## src/rtl/gpio_irq_pkg.sv

```systemverilog
package gpio_irq_pkg;

    // Trigger mode is the concatenation {type, polarity}.
    typedef enum logic [1:0] {
        TRIG_LOW  = 2'b00,
        TRIG_HIGH = 2'b01,
        TRIG_FALL = 2'b10,
        TRIG_RISE = 2'b11
    } trig_mode_e;

    typedef struct packed {
        logic en;
        logic typ;
        logic pol;
    } pin_cfg_t;

    function automatic trig_mode_e decode_trig(input logic typ, input logic pol);
        return trig_mode_e'({typ, pol});
    endfunction

    function automatic logic mode_is_edge(input trig_mode_e m);
        return (m == TRIG_RISE) || (m == TRIG_FALL);
    endfunction

endpackage

```

## src/rtl/irq_pin_cell.sv

```systemverilog
module irq_pin_cell
    import gpio_irq_pkg::*;
(
    input  logic     clk,
    input  logic     rst,
    input  logic     lvl,
    input  pin_cfg_t cfg,
    input  logic     eoi_clr,
    output logic     raw
);

    logic       prev_q;
    logic       hist_q;
    logic       edge_q;
    logic       level_q;
    logic       hit;
    logic       lvl_active;
    trig_mode_e mode;

    assign mode = decode_trig(cfg.typ, cfg.pol);

    always_comb begin
        hit        = 1'b0;
        lvl_active = 1'b0;
        case (mode)
            TRIG_RISE: hit        = hist_q & lvl & ~prev_q;
            TRIG_FALL: hit        = hist_q & ~lvl & prev_q;
            TRIG_HIGH: lvl_active = lvl;
            TRIG_LOW:  lvl_active = ~lvl;
            default:   ;
        endcase
    end

    always_ff @(posedge clk) begin
        if (rst) begin
            prev_q  <= 1'b0;
            hist_q  <= 1'b0;
            edge_q  <= 1'b0;
            level_q <= 1'b0;
        end else begin
            prev_q  <= lvl;
            hist_q  <= 1'b1;
            edge_q  <= cfg.en & mode_is_edge(mode) & (hit | (edge_q & ~eoi_clr));
            level_q <= cfg.en & lvl_active;
        end
    end

    assign raw = edge_q | level_q;

    // a disabled pin shows no status on the next cycle
    a_r7_disabled_clear: assert property (@(posedge clk) disable iff (rst)
        !cfg.en |=> !raw);

    // a latched edge holds while nothing acknowledges it
    a_r5_edge_sticky: assert property (@(posedge clk) disable iff (rst)
        (cfg.en && cfg.typ && edge_q && !eoi_clr) |=> raw);

    // acknowledge with no new edge drops the bit
    a_r5_eoi_clears: assert property (@(posedge clk) disable iff (rst)
        (cfg.typ && eoi_clr && !hit) |=> !raw);

    // a new edge wins over a same-cycle acknowledge
    a_r6_edge_wins: assert property (@(posedge clk) disable iff (rst)
        (cfg.en && hit) |=> raw);

    // a steady level never produces an edge
    a_r10_steady_no_edge: assert property (@(posedge clk) disable iff (rst)
        (hist_q && lvl == prev_q) |-> !hit);

endmodule

```

## src/rtl/eoi_decode.sv

```systemverilog
module eoi_decode #(
    parameter int N = 32
) (
    input  logic         lo_wr,
    input  logic [N-1:0] lo_word,
    input  logic         hi_wr,
    input  logic [N-1:0] hi_word,
    output logic [N-1:0] clr
);

    localparam int HALF = N / 2;

    for (genvar i = 0; i < HALF; i++) begin : g_half
        assign clr[i]        = lo_wr & lo_word[i] & lo_word[i + HALF];
        assign clr[i + HALF] = hi_wr & hi_word[i] & hi_word[i + HALF];
    end

endmodule

```

## src/rtl/irq_combine.sv

```systemverilog
module irq_combine #(
    parameter int N = 32
) (
    input  logic         clk,
    input  logic         rst,
    input  logic [N-1:0] masked,
    output logic         irq
);

    logic irq_q;

    always_ff @(posedge clk) begin
        if (rst) irq_q <= 1'b0;
        else     irq_q <= |masked;
    end

    assign irq = irq_q;

    // any masked bit raises the line one cycle later
    a_r9_irq_rise: assert property (@(posedge clk) disable iff (rst)
        (masked != '0) |=> irq);

    // quiet status leaves the line low one cycle later
    a_r9_irq_quiet: assert property (@(posedge clk) disable iff (rst)
        (masked == '0) |=> !irq);

endmodule

```

## src/rtl/gpio_irq_detect.sv

```systemverilog
module gpio_irq_detect
    import gpio_irq_pkg::*;
#(
    parameter int N = 32
) (
    input  logic         clk,
    input  logic         rst,
    input  logic [N-1:0] pin_level,
    input  logic [N-1:0] irq_enable,
    input  logic [N-1:0] irq_mask,
    input  logic [N-1:0] trig_type,
    input  logic [N-1:0] trig_pol,
    input  logic         eoi_lo_wr,
    input  logic [N-1:0] eoi_lo_data,
    input  logic         eoi_hi_wr,
    input  logic [N-1:0] eoi_hi_data,
    output logic [N-1:0] raw_status,
    output logic [N-1:0] int_status,
    output logic         irq
);

    logic [N-1:0] eoi_clr;

    eoi_decode #(.N(N)) u_eoi (
        .lo_wr   (eoi_lo_wr),
        .lo_word (eoi_lo_data),
        .hi_wr   (eoi_hi_wr),
        .hi_word (eoi_hi_data),
        .clr     (eoi_clr)
    );

    for (genvar p = 0; p < N; p++) begin : g_pin
        pin_cfg_t cfg;
        assign cfg = '{en: irq_enable[p], typ: trig_type[p], pol: trig_pol[p]};

        irq_pin_cell u_cell (
            .clk     (clk),
            .rst     (rst),
            .lvl     (pin_level[p]),
            .cfg     (cfg),
            .eoi_clr (eoi_clr[p]),
            .raw     (raw_status[p])
        );
    end

    assign int_status = raw_status & ~irq_mask;

    irq_combine #(.N(N)) u_comb (
        .clk    (clk),
        .rst    (rst),
        .masked (int_status),
        .irq    (irq)
    );

    // no masked pin ever reaches the status word
    a_r8_mask_blocks: assert property (@(posedge clk) disable iff (rst)
        (int_status & irq_mask) == '0);

    // first cycle after reset shows nothing pending
    a_r1_reset_quiet: assert property (@(posedge clk)
        rst |=> (raw_status == '0 && !irq));

endmodule

```

## config.mk

```make
export PLATFORM = sky130hd
export DESIGN_NAME = gpio_irq_detect
export DESIGN_NICKNAME = d
export VERILOG_FILES = /design/src/rtl/gpio_irq_pkg.sv /design/src/rtl/irq_pin_cell.sv /design/src/rtl/eoi_decode.sv /design/src/rtl/irq_combine.sv /design/src/rtl/gpio_irq_detect.sv
export SDC_FILE = /design/constraint.sdc
export NUM_CORES = 1
export LEC_CHECK = 0
export CORE_UTILIZATION = 35
export DETAILED_ROUTE_END_ITERATION = 8
export PLACE_DENSITY = 0.79
export RECOVER_POWER = 100
export SYNTH_ARGS = -nofsm -noshare
export SYNTH_HDL_FRONTEND = slang
export SYNTH_SLANG_ARGS = --single-unit
```

## constraint.sdc

```tcl
create_clock -name clk -period 1.7 [get_ports clk]
set_input_delay 0.425 -clock clk [delete_from_list [all_inputs] [get_ports clk]]
set_output_delay 0.425 -clock clk [all_outputs]
set_load 0.005 [all_outputs]
```

==> impl_results.md <==
* Synth Net Count at 765
* Core area at 0.0135 mm²
* Die width at 121 µm
* Count of mapped cells out of synthesis at 537
* Final Setup Violations at 0
* Slew HR at 25.8%
* Syn. warnings at 0
* Cell Pwr Density at 687 mW/mm²
* Cell Int Power at 4.53 mW
* Maximum VDD drop at 0.000389 V
* Measured slew at the worst slew-check pin at 1.11 ns
* Setup crit start kind: input port
* Psw at 1.31 mW
* Drt first pass iters at 7
* Yosys reg bits at 98
* GPL Wtd Cong at 0.836
* Avg WL per Cell at 16.8 µm
* Final Util at 63.2%
* H-tree depth at 3
* Synth area leaders: dfxtp_1 (40%), a22o_1 (5.7%), and4_1 (5.7%)
* Clock skew at 0.00729 ns
* Remaining global-route overflow at 0
* Hpwl dp at 13.6 mm
* Cell taking the most area after synthesis: dfxtp_1
* Max Fclk at 0.595 GHz
* Maximum clock path buffer count at 2
* Non-filler cells, final at 1018
* Leakage at 3.66 nW
* Tmin final at 1.68 ns
* GRT Util Overall at 23.2%
* Worst Hold Slack at 0.434 ns
* Synth cell types at 26
* Gate power share at 20.6%
* Crit path max fanout at 2
* Number of clock sinks at 98
* Pins Over Slew Limit at 0
* Rows at 42
* Post-synth EDFFs at 0
* Setup CP Type: in2out
* Post-Syn Area per Cell at 9.16 µm²
* Clk Latency, worst-skew pair at 0.34 ns
* Full die area at 0.0145 mm²
* Most common cell in the netlist: dfxtp_1
* DR vias/cell at 4.99
* Fillcell total at 1103
* Initial antenna violation count at 2
* Sw frac at 22.5%
* Synth top area share at 39.9%
* Hold buffers post-CTS at 0
* Clk pin slew, worst setup/hold paths at 0.07 ns
* Status: complete, no violations
* Max-Cap Viols at 0
* CTS Root Cell: clkbuf_16
* Mapped Area at 0.00492 mm²
* Crit end category: output port
* Routed wire length at 17.1 mm
* Met1 Usage GRT at 24.4%
* IO Count at 293
* Area growth syn-to-layout at 72.8%
* RSZ-0062 raised after global routing: false
* FF-to-FF setup slack at 0.07 ns
* Placed cell count at 987
* GR Layer Usage met3 at 5.80%
* DRT iter0 DRCs at 197
* Top cells by count, synth: dfxtp_1 (98), o22ai_1 (36), buf_4 (34)
* Sequential-to-total area share from yosys stat at 39.9%
* Largest net degree at the start of global routing at 34
* Via count at 5076
* Clock network fraction of design power at 37.8%
* Nets at 1063
* First-pass GRT wire length at 25.8 mm
* Initial Util at 36.6%
* Final hold vios at 0
* Port-buffer cells at 292
* Die height at 121 µm
* Critical path data required time at 1.27 ns
* DRC viols at 0
* CTS tree: yes
* Seq pwr share at 41.5%
* M2 GR Usage at 44.3%
* ANT nets after route at 0
* Async SR Flop Fraction at 0%
* GR peak layer: met2
* Hold WC Path Type: in2reg
* Data arrival time of the worst path at 1.25 ns
* Tcrit/Tclk final at 98.8%
* Final setup TNS at 0 ns
* Total CTS buffers at 9
* Top FF cell, synth: dfxtp_1
* Vias in the first global route at 5306
* Proportion of layout cells with a drive suffix above 1 at 14.5%
## power by group through the flow
stage | clock, mW | combinational [mW] | sequential [mW]
2_1_floorplan | 0 | 0.416 | 2.46
3_5_place_dp | 0 | 1.22 | 2.47
3_3_place_gp | 0 | 1.19 | 2.46
4_1_cts | 2.25 | 1.23 | 2.43
5_1_grt | 2.36 | 1.29 | 2.43
6_report | 2.21 | 1.21 | 2.43
## critical path: stages
cell	delay (ns)
clkdlybuf4s50_1	0.41
o21bai_4	0.18
inv_1	0.05
clkdlybuf4s15_1	0.19
## through the flow
stage,cell area [µm²],setup WS (ns),power [mW]
6_report,8510,0.0207,5.84
2_1_floorplan,4920,0.474,2.87
4_1_cts,8590,-0.00626,5.90
3_5_place_dp,7980,-0.438,3.69
3_3_place_gp,7980,-0.467,3.65
5_1_grt,8500,0.000314,6.08
## cells in the final DEF (no fill, tap or decap), drive strengths merged, types with 2 or more instances in the layout
master / n
nor2b: 40
nor2: 18
dfxtp: 98
or2: 23
nand4: 3
buf: 43
dlygate4sd2: 45
a22o: 32
diode: 3
nand3: 32
nor4: 4
clkbuf: 26
nand2b: 32
clkdlybuf4s50: 210
o22ai: 36
clkdlybuf4s15: 11
nor4b: 32
dlygate4sd3: 13
xor2: 32
bufinv: 2
nand2: 32
inv: 25
o21bai: 15
and4: 32
## cell families after synthesis
logic type / Yosys count / synth area share [%]
xor+xnor: 32 / 5.70
buf+inv: 74 / 8.47
simple gates: 248 / 33.1
flops: 98 / 39.9
compound gates: 85 / 12.9
## final cells by class
type                    instances  area (µm²)  area share, %
repair buffers                336        3140           36.9
multi-input cells             365        2730           32.1
flip-flops and latches         98        1990           23.4
diodes                          3        7.51         0.0883
inverters                      25        93.8           1.10
well taps                     176         220           2.59
clock buffers                  13         260           3.06
clock inverters                 2        60.1          0.706
## layer usage
metal  vias up  wire (µm)
met2       205       8960
met3        24       1180
li1       2492          -
met4         0        322
met5         -          0
met1      2355       6620
## final timing paths
path	cells after the start	endpoint	startpoint
hold / removal	2	g_pin[3].u_cell.prev_q	rst
setup reg to reg	6	u_comb.irq	g_pin[10].u_cell.edge_q
hold reg to reg	2	g_pin[14].u_cell.edge_q	g_pin[14].u_cell.edge_q
setup / recovery	4	int_status[1]	irq_mask[1]
## repair_timing
item	CTS	global route
pin swaps	10	1
gates resized for setup	161	15
setup buffers	12	1
endpoints found under the setup margin	65	14
## registers in the layout (all words and copies together), names as in the netlist
register and flops:
g_pin.u_cell.edge_q 32, g_pin.u_cell.level_q 32, g_pin.u_cell.prev_q 32, g_pin.u_cell.hist_q 1, u_comb.irq 1
Note: power is estimated with default switching activity, not from simulation.
